<file path="config.mk">
export PLATFORM = sky130hd
export DESIGN_NAME = cfg_serial_loader
export DESIGN_NICKNAME = d
export VERILOG_FILES = /design/src/rtl/cfgld_pkg.sv /design/src/rtl/cfgld_sync.sv /design/src/rtl/cfgld_edge.sv /design/src/rtl/cfgld_shifter.sv /design/src/rtl/cfgld_bank.sv /design/src/rtl/cfg_serial_loader.sv
export SDC_FILE = /design/constraint.sdc
export NUM_CORES = 1
export LEC_CHECK = 0
export ABC_AREA = 1
export BUFFER_PORTS_ARGS = -buffer_cell sky130_fd_sc_hd__buf_4
export CORE_MARGIN = 4
export CORE_UTILIZATION = 40
export DETAILED_ROUTE_END_ITERATION = 8
export HOLD_SLACK_MARGIN = 0.03
export PLACE_DENSITY = 0.62
export SYNTH_ARGS = -nofsm -noshare
export SYNTH_HDL_FRONTEND = slang
export SYNTH_SLANG_ARGS = --single-unit
</file>
<file path="constraint.sdc">
create_clock -name clk -period 2.7 [get_ports clk]
set_input_delay 0.405 -clock clk [delete_from_list [all_inputs] [get_ports clk]]
set_output_delay 0.405 -clock clk [all_outputs]
set_load 0.03 [all_outputs]
</file>
<file path="src/rtl/cfgld_pkg.sv">
package cfgld_pkg;

   localparam int DEF_WORD_W   = 32;
   localparam int DEF_NUM_REGS = 4;
   localparam int DEF_SYNC     = 2;

   // the four asynchronous control lines, carried together through the synchronizer
   typedef struct packed {
      logic ce;
      logic ld;
      logic dat;
      logic sclk;
   } cfgld_lines_t;

   localparam int LINES_W = $bits(cfgld_lines_t);

endpackage

</file>
<file path="src/rtl/cfgld_sync.sv">
module cfgld_sync #(
   parameter int W      = 1,
   parameter int STAGES = 2
) (
   input  logic         clk,
   input  logic         rst_n,
   input  logic [W-1:0] d_i,
   output logic [W-1:0] q_o
);

   generate
      if (STAGES < 2) begin : g_bad_stages
         $error("cfgld_sync: STAGES must be at least 2");
      end
   endgenerate

   logic [STAGES-1:0][W-1:0] stg;

   always_ff @(posedge clk or negedge rst_n) begin
      if (!rst_n) begin
         stg <= '0;
      end else begin
         stg[0] <= d_i;
         for (int s = 1; s < STAGES; s++) begin
            stg[s] <= stg[s-1];
         end
      end
   end

   assign q_o = stg[STAGES-1];

endmodule

</file>
<file path="src/rtl/cfgld_edge.sv">
module cfgld_edge (
   input  logic clk,
   input  logic rst_n,
   input  logic lvl_i,
   output logic rise_o
);

   logic prev_q;

   always_ff @(posedge clk or negedge rst_n) begin
      if (!rst_n) prev_q <= 1'b0;
      else        prev_q <= lvl_i;
   end

   assign rise_o = lvl_i & ~prev_q;

endmodule

</file>
<file path="src/rtl/cfgld_shifter.sv">
module cfgld_shifter #(
   parameter int WORD_W = 32
) (
   input  logic              clk,
   input  logic              rst_n,
   input  logic              clr_i,
   input  logic              shift_i,
   input  logic              bit_i,
   output logic [WORD_W-1:0] word_o
);

   generate
      if (WORD_W < 2) begin : g_bad_width
         $error("cfgld_shifter: WORD_W must be at least 2");
      end
   endgenerate

   always_ff @(posedge clk or negedge rst_n) begin
      if (!rst_n)       word_o <= '0;
      else if (clr_i)   word_o <= '0;
      else if (shift_i) word_o <= {word_o[WORD_W-2:0], bit_i};
   end

endmodule

</file>
<file path="src/rtl/cfgld_bank.sv">
module cfgld_bank #(
   parameter int WORD_W   = 32,
   parameter int NUM_REGS = 4
) (
   input  logic                       clk,
   input  logic                       rst_n,
   input  logic                       clr_i,
   input  logic                       load_i,
   input  logic [WORD_W-1:0]          word_i,
   output logic [NUM_REGS-1:0]        wr_en_o,
   output logic [NUM_REGS*WORD_W-1:0] words_o,
   output logic [NUM_REGS-1:0]        valid_o
);

   localparam int ADDR_W = $clog2(NUM_REGS);

   logic [ADDR_W-1:0] sel;
   assign sel = word_i[ADDR_W-1:0];

   generate
      for (genvar i = 0; i < NUM_REGS; i++) begin : g_reg
         logic [WORD_W-1:0] q;
         logic              v;

         assign wr_en_o[i] = load_i && (sel == ADDR_W'(i));

         always_ff @(posedge clk or negedge rst_n) begin
            if (!rst_n) begin
               q <= '0;
               v <= 1'b0;
            end else if (clr_i) begin
               q <= '0;
               v <= 1'b0;
            end else if (wr_en_o[i]) begin
               q <= word_i;
               v <= 1'b1;
            end
         end

         assign words_o[i*WORD_W +: WORD_W] = q;
         assign valid_o[i]                  = v;
      end
   endgenerate

endmodule

</file>
<file path="src/rtl/cfg_serial_loader.sv">
module cfg_serial_loader
   import cfgld_pkg::*;
#(
   parameter int WORD_W   = DEF_WORD_W,
   parameter int NUM_REGS = DEF_NUM_REGS,
   parameter int SYNC     = DEF_SYNC
) (
   input  logic                       clk,
   input  logic                       rst_n,
   input  logic                       ser_clk_i,
   input  logic                       ser_dat_i,
   input  logic                       ser_ld_i,
   input  logic                       chip_en_i,
   output logic [NUM_REGS*WORD_W-1:0] reg_word_o,
   output logic [NUM_REGS-1:0]        reg_valid_o
);

   localparam int ADDR_W = $clog2(NUM_REGS);

   generate
      if (NUM_REGS < 2 || (NUM_REGS & (NUM_REGS - 1)) != 0) begin : g_bad_regs
         $error("cfg_serial_loader: NUM_REGS must be a power of two, at least 2");
      end
      if (WORD_W <= ADDR_W) begin : g_bad_word
         $error("cfg_serial_loader: WORD_W must exceed the address width");
      end
   endgenerate

   cfgld_lines_t lines_raw, lines_s;
   logic         sclk_rise;
   logic         ld_rise;
   logic         ce_q;
   logic         load_pulse;
   logic [WORD_W-1:0]   shift_word;
   logic [NUM_REGS-1:0] wr_en;

   assign lines_raw = '{ce: chip_en_i, ld: ser_ld_i, dat: ser_dat_i, sclk: ser_clk_i};

   cfgld_sync #(.W(LINES_W), .STAGES(SYNC)) u_sync (
      .clk   (clk),
      .rst_n (rst_n),
      .d_i   (lines_raw),
      .q_o   (lines_s)
   );

   cfgld_edge u_sclk_edge (
      .clk    (clk),
      .rst_n  (rst_n),
      .lvl_i  (lines_s.sclk),
      .rise_o (sclk_rise)
   );

   cfgld_edge u_ld_edge (
      .clk    (clk),
      .rst_n  (rst_n),
      .lvl_i  (lines_s.ld),
      .rise_o (ld_rise)
   );

   assign ce_q       = lines_s.ce;
   assign load_pulse = ld_rise & ce_q;

   cfgld_shifter #(.WORD_W(WORD_W)) u_shift (
      .clk     (clk),
      .rst_n   (rst_n),
      .clr_i   (~ce_q),
      .shift_i (sclk_rise),
      .bit_i   (lines_s.dat),
      .word_o  (shift_word)
   );

   cfgld_bank #(.WORD_W(WORD_W), .NUM_REGS(NUM_REGS)) u_bank (
      .clk     (clk),
      .rst_n   (rst_n),
      .clr_i   (~ce_q),
      .load_i  (load_pulse),
      .word_i  (shift_word),
      .wr_en_o (wr_en),
      .words_o (reg_word_o),
      .valid_o (reg_valid_o)
   );

endmodule

</file>
# Word-level counts from Yosys, hierarchy flattened
# Index checks and enable logic that the tools add are counted.
[totals]
regBits = 174
latch_bits = 0
ramBits = 0
rom_bits = 0
in_bits = 6
output_inout_bits = 132
elab_cells = 49
memories = 0
[op_classes]
add_sub_neg = 0
mul = 0
div_mod_pow = 0
magnitude_cmp = 0
n_eq_ne = 8
n_shift = 0
muxes = 18
bitwise_logic = 5
n_reduce_logical = 5
[op_table]
columns = ["cell", "count"]
rows = [
  ["$mux W32", 10],
  ["$mux W1", 8],
  ["$ne A2 B1 Y1 const B", 4],
  ["$eq A2 B2 Y1 const B", 2],
  ["$logic_and A1 B1 Y1", 4],
  ["$and A1 B1 Y1", 3],
  ["$eq A2 B1 Y1 const B", 1],
  ["$logic_not A2 Y1", 1],
  ["$ne A2 B2 Y1 const B", 1],
  ["$not A1 Y1", 2],
]

# Longest topological paths before layout
# Gate-level depths: netlist of run 1.
[depth]
depth_word = 6
ltp_mapped = 7
depth_no_buf = 5

# Modules after synthesis
# From an unflattened synthesis of run 1, not the netlist that was laid out.
[hier_totals]
hier_cells = 802
area_unflattened_um2 = 7160.6
[by_module_without_submodules]
columns = ["module", "instances", "cells_each", "area_per_inst_um2", "seq_area_each_um2"]
rows = [
  ["cfgld_bank", 1, 641, 5564.1, 3303.2],
  ["cfgld_shifter", 1, 140, 1285.0, 800.8],
  ["cfgld_sync", 1, 12, 230.2, 200.2],
  ["cfgld_edge", 2, 3, 35.0, 25.0],
  ["cfg_serial_loader", 1, 3, 11.3, 0.0],
]

# Least setup slack after synthesis of run 1
# OpenSTA, ideal clock, no wires.
[synth_path]
kind = "reg-to-reg"
from = "reg u_sync.stg, in the netlist u_sync.q_o[3]"
to = "reg u_bank.g_reg[0].q[22]"
setup_ns = 0.119
t_arrival_ns = 1.049
required_time_ns = 2.581
setup_slack_ns = 1.532
stages_incl_launch_ff = 8
path_buffers = 2
synth_period_minus_slack_ns = 1.168
path_cell_list = "dfrtp_1 -> nand2_1 -> nor2_2 -> buf_4 -> nand2_2 -> buf_2 -> nand3_1 -> nand2_1"
[synth_via]
elab_chain_cells = 3
elab_cells_between_ends = 4
classes_between = "1 x eq/ne; 1 x mux; 1 x bitwise; 1 x reduce/logical"
[synth_lines]
columns = ["element", "line", "rtl"]
rows = [
  ["start, declared", "cfgld_sync.sv:17", "logic [STAGES-1:0][W-1:0] stg;"],
  ["start signal, assigned by index", "cfgld_sync.sv:25", "stg[s] <= stg[s-1];"],
  ["$and A1 B1 Y1", "cfg_serial_loader.sv:61", "assign load_pulse = ld_rise & ce_q;"],
  ["$logic_and A1 B1 Y1", "cfgld_bank.sv:25", "assign wr_en_o[i] = load_i && (sel == ADDR_W'(i));"],
  ["$ne A2 B1 Y1 (no line)", "--", ""],
  ["end signal, assigned", "cfgld_bank.sv:35", "q <= word_i;"],
  ["end, declared", "cfgld_bank.sv:22", "logic [WORD_W-1:0] q;"],
]
# Several ways; a longest one is shown, not always the timed one.
# A chain may end at the register's enable or synchronous reset.

# Worst setup path after layout of run 1
[layout_path]
from = "reg u_sync.stg, in the netlist u_sync.q_o[3]"
to = "reg u_bank.g_reg[0].q[17]"
# Same word-level chain as after synthesis.

==> impl_metrics.ini, run 1 <==
[routing]
ant_nets = 0
dr.pass1.iters = 5
m1WireLength_um = 9000
wl_met2_um = 8560
vias_per_cell = 5.19
drt_iter0_drc = 444
met3WireLength_um = 1230
route.detailed.drc = 0
wl_per_cell_um = 17.2
highest_layer = met4
drt-total-wl_um = 19000
vias = 5745

[outcome]
status = completed

[power]
swShare = 0.216
power_density_nw_per_um2 = 617
clkPwrFrac = 0.481
combinationalPowerShare = 0.036
p_sw_w = 0.00117
p_int_w = 0.00426
pwr-share-seq = 0.483
leakagePower_nw = 5.05
ir_drop_uv = 449

[sta]
hold_violations = 0
max_slew.worst_pin.slew_ps = 810
setup_tns_ps = 0
setup_violations = 0
slew_viol_final = 0
clock_skew_ps = 8.62
timing.fmax_mhz = 494
post-route-period-util = 0.750
relSlewSlack = 0.460
hold_ws_ps = 90.9
rsz0062_at_grt = false
fin_crit_ps = 2030

[clocking]
post-cts-setup-buffer-count = 0
cts_buffers = 17
clock_latency_ps = 420
path_clk_slew_ps = 70
tritoncts = built
cts_root_buffer = clkbuf_16
clock-sinks = 174
cts_max_level = 4
clk_path_buf_depth = 2

[critical_path]
crit_end = u_bank.g_reg[0].q[17]$_DFFE_PN0P_
critPathMaxFanout = 46
cpPeakStageDelay_ps = 560
r2r_end = u_bank.g_reg[0].q[17]$_DFFE_PN0P_
worst_setup_path_end_kind = flop
crit_chain = nand2_1, nor2_4, buf_4, nand2_2, nand3_1, nand2_1
arrival_ps = 2330
rr_worst_depth = 6
timing_worst_setup_path_type = flop to flop
cp.depth = 6
required_ps = 3010
start_kind = flop
critical-path-slowest-cell = nand2_2
crit_path_start = u_sync.q_o[3]$_DFF_PN0_
worst-path-buf-inv = 1
cpLargestDelayFamily = simple AND/OR/NAND/NOR gates
worst_path_most_repeated_cell = nand2_1
regToRegSetupSlack_ps = 670
r2r-start = u_sync.q_o[3]$_DFF_PN0_

[synth]
synth.distinct_cells = 11
syn_inst = 766
yosys.area.top_type = dfrtp_1
seq_area_frac_synth = 0.625
syn_avg_cell_area_um2 = 9.09
ys_warn_count = 0
yosys-top-cells-area = dfrtp_1, nand3_1, nand2_1
synth_top_area_share = 0.625
synth_nets = 772
ys_seq_elements = 174
syn_area_um2 = 6960

[die]
die_h_um = 140
coreArea_um2 = 16800
die_w_um = 140
row_count = 47
die_area_um2 = 19600
io_pins = 138
initial_utilization = 0.414

[place]
dp_hpwl_um = 11700
place_congestion = 0.757
io_buffers = 137

[grt]
grt_max_degree = 166
grt_pass1_wl_um = 31200
grt_pass1_vias = 5576
grtUsageTotal = 0.198
grt_remaining_overflow = 0
antenna_found_initial = 0

[finish]
areaGrowthSynthToFinish_pct = 26.5
multi_input_area_um2 = 2200
drive_gt1_frac = 0.215
final_nets = 883
num_antenna_cells = 0
regArea_um2 = 4360
nFillCells = 1595

[min_path]
holdCritPathClass = primary input to flop
hold_depth = 1

[job]
drv_cap = 0
-- power by group through the flow --
stage / Clock (W) / Sequential [W] / Combinational [W]
floorplan: 0 / 0.00267 / 0.0000999
global placement: 0 / 0.00267 / 0.000199
detailed placement: 0 / 0.00267 / 0.000198
CTS: 0.00266 / 0.00263 / 0.000200
global route: 0.00280 / 0.00263 / 0.000219
finish: 0.00262 / 0.00263 / 0.000194
-- cells in the final DEF, fill, tap and decap left out, types with 2 or more instances in the layout --
cell type / Yosys / final
buf_12: 0 / 3
buf_4: 6 / 149
bufinv_16: 0 / 4
clkbuf_16: 0 / 17
clkbuf_8: 0 / 3
clkinv_2: 0 / 2
clkinv_4: 0 / 2
clkinvlp_4: 0 / 2
dfrtp_1: 174 / 173
inv_1: 39 / 39
nand2_1: 233 / 233
nand3_1: 214 / 214
nor2_1: 9 / 4
nor2_4: 0 / 6
o21ai_0: 33 / 33
-- sequential cells by signal, summed over array words and instances, names as in the netlist --
name and count:
u_bank.g.q 128, u_bank.g.v 4, u_ld_edge.prev_q 1, u_sclk_edge.prev_q 1, u_shift.word_o 32, u_sync.q_o 4
u_sync.stg 4
-- worst register-to-register path: stages (launching register included) --
cell and delay [ps]:
dfrtp_4 430, nand2_1 90, nor2_4 110, buf_4 420, nand2_2 560, nand3_1 230, nand2_1 70
-- cells in the mapped netlist --
cell type	count
nand2_2	1
dfrtp_1	174
nand3_1	214
nor2_1	9
clkbuf_1	17
o21ai_0	33
buf_2	39
inv_1	39
buf_4	6
nand2_1	233
nor2_2	1
-- per-stage QoR --
| stage | cells | setup slack [ps] | utilization | total power, W | area [µm²] |
|---|---|---|---|---|---|
| after floorplan | 766 | 1530 | - | 0.00277 | 6960 |
| after global placement | 1077 | 715 | 0.486 | 0.00287 | 8170 |
| after detailed placement | 1077 | 655 | 0.486 | 0.00287 | 8170 |
| after CTS | 1108 | 652 | 0.524 | 0.00549 | 8810 |
| after global routing | 1108 | 469 | 0.524 | 0.00564 | 8810 |
| final | 1108 | 674 | 0.524 | 0.00544 | 8810 |
-- worst min-delay path by stage --
stage	end	startpoint
global route	u_sync.stg[2]$_DFF_PN0_	ser_ld_i
floorplan	u_bank.g_reg[0].q[0]$_DFFE_PN0P_	rst_n
detailed placement	u_sync.q_o[2]$_DFF_PN0_	u_sync.stg[2]$_DFF_PN0_
finish	u_sync.stg[2]$_DFF_PN0_	ser_ld_i
CTS	u_sync.stg[2]$_DFF_PN0_	ser_ld_i
global placement	u_sync.q_o[3]$_DFF_PN0_	u_sync.stg[3]$_DFF_PN0_
-- cell type report --
cell class,instances,area share
Clock buffer,20,0.0530
Timing Repair Buffer,154,0.136
Multi-Input combinational cell,491,0.250
Clock inverter,10,0.0185
Tap cell,220,0.0312
Inverter,39,0.0166
Sequential cell,174,0.495
-- layer usage --
layer	track usage	vias up
met2	0.287	196
met4	0.0561	0
met1	0.299	2825
met3	0.0477	20
li1	-	2704
met5	0	-
-- kinds of logic after synthesis --
logic type,after synthesis,synth area share
and+or+nand+nor,458,0.286
DFF,174,0.625
buffers and inverters,101,0.0647
AOI/OAI and AO/OA,33,0.0237
-- repair_timing --
item | 4_1_cts | 5_1_grt
endpoints found under the hold margin | 57 | 0
hold buffers | 1 | 0
gates resized for setup | 0 | 0
setup endpoints to repair | 0 | 0
Power figures use the tool's default switching activity.
==> run 2, diff against run 1 <==
Clock period 2.7 ns to 2.1 ns, I/O delays scaled along.
==> impl_metrics.ini, run 2 (synthesis gave the netlist of run 1 again) <==
[grt]
grtUsageTotal = 0.199
grt_max_degree = 91
grt_pass1_vias = 5631
antenna_found_initial = 0
grt_remaining_overflow = 0
grt_pass1_wl_um = 31200

[clocking]
tritoncts = built
path_clk_slew_ps = 60
clk_path_buf_depth = 2
cts_resized = 0
clock-sinks = 174
cts_buffers = 17
cts_hold_buf = 5
clock_latency_ps = 420
cts_root_buffer = clkbuf_16
cts_max_level = 4
post-cts-setup-buffer-count = 0

[die]
die_area_um2 = 19600
die_h_um = 140
die_w_um = 140
initial_utilization = 0.414
coreArea_um2 = 16800
io_pins = 138
row_count = 47

[finish]
fin_util = 0.529
final_common_cell = nand2_1
drive_gt1_frac = 0.222
final_cell_mix = nand2_1, nand3_1, dfrtp_1
final_nets = 897
largest_register_ffs = 128
num_antenna_cells = 0
areaGrowthSynthToFinish_pct = 27.9
max_flop_register = u_bank.g.q
largestRegisters = u_bank.g.q x128, u_shift.word_o x32
final_cells = 1124

[sta]
rsz0062_at_grt = false
post-route-period-util = 0.770
clock_skew_ps = 7.06
setup_tns_ps = 0
slew_viol_final = 0
fin_crit_ps = 1620
setup_violations = 0
relSlewSlack = 0.625
hold_violations = 0
max_slew.worst_pin.slew_ps = 563
timing.fmax_mhz = 619

[min_path]
hold_depth = 0
holdCritPathClass = flop to flop
hp-start = u_sync.stg[3]$_DFF_PN0_
min_to = u_sync.q_o[3]$_DFF_PN0_

[critical_path]
start_kind = flop
regToRegSetupSlack_ps = 480
required_ps = 2400
r2r_end = u_bank.g_reg[0].q[9]$_DFFE_PN0P_
timing_worst_setup_path_type = flop to flop
rr_worst_depth = 5
r2r-start = u_shift.word_o[1]$_DFFE_PN0P_
worst_setup_path_end_kind = flop
arrival_ps = 1920
critPathMaxFanout = 24

[routing]
vias_per_cell = 5.10
ant_nets = 0
drt-total-wl_um = 19100
vias = 5729
drt_iter0_drc = 375
dr.pass1.iters = 5
route.detailed.drc = 0
wl_per_cell_um = 16.9

[job]
drv_cap = 0

[place]
place_congestion = 0.777
dp_hpwl_um = 12100
place_inst = 1087
io_buffers = 137

[power]
power_w = 0.00672
ir_drop_uv = 584
power_density_nw_per_um2 = 755
leakagePower_nw = 5.11

[outcome]
status = completed
run 2: cell count changes in the layout (fill, tap and decap cells not counted), sizes merged:
cell / change
bufinv: -3
buf: +10
dlygate4sd3: +4
clkinv: +1
clkbuf: +4
run 2: worst max-delay path by stage:
stage                                        startpoint  slack [ps]  cells after the start                           endpoint
after floorplan                 u_sync.q_o[3]$_DFF_PN0_         930                      7  u_bank.g_reg[0].q[22]$_DFFE_PN0P_
after global placement          u_sync.q_o[3]$_DFF_PN0_         550                      4  u_bank.g_reg[3].q[18]$_DFFE_PN0P_
after detailed placement  u_shift.word_o[1]$_DFFE_PN0P_         510                      5   u_bank.g_reg[0].q[9]$_DFFE_PN0P_
after CTS                 u_shift.word_o[1]$_DFFE_PN0P_         500                      5   u_bank.g_reg[0].q[9]$_DFFE_PN0P_
after global routing      u_shift.word_o[1]$_DFFE_PN0P_         400                      6  u_bank.g_reg[2].q[31]$_DFFE_PN0P_
final                     u_shift.word_o[1]$_DFFE_PN0P_         480                      5   u_bank.g_reg[0].q[9]$_DFFE_PN0P_
run 2: final cells by class:
cell class                 instances  area (µm²)
fill                            1590        7920
sequential                       174        4360
multi-input combinational        491        2200
timing repair buffer             168        1340
clock buffer                      24         502
tap                              220         275
inverter                          39         146
clock inverter                     8        81.3
run 2: metrics by stage:
step,hold slack (ps),instance area [µm²],setup slack (ps)
3_3_place_gp,290,8270,550
5_1_grt,359,8900,404
2_1_floorplan,19.4,6960,932
6_report,347,8900,484
3_5_place_dp,288,8270,509
4_1_cts,349,8900,498
run 2: metal layers:
metal	GRT usage	up-vias	share of wire
met2	0.292	196	0.45
met5	0	-	0
li1	-	2731	-
met1	0.292	2777	0.47
met3	0.0450	25	0.064
met4	0.0673	0	0.019
run 2: critical path, cell delays in order (launching register included):
cell and delay, ps:
dfrtp_1 470, nor2_4 370, nand2_2 260, buf_12 250, nand3_1 80, nand2_1 70
run 2: power by group:
part           internal [W]  total [W]  switching [W]
Clock               0.00179    0.00307        0.00128
Sequential          0.00337    0.00338     0.00000952
Combinational     0.0000587   0.000275       0.000216
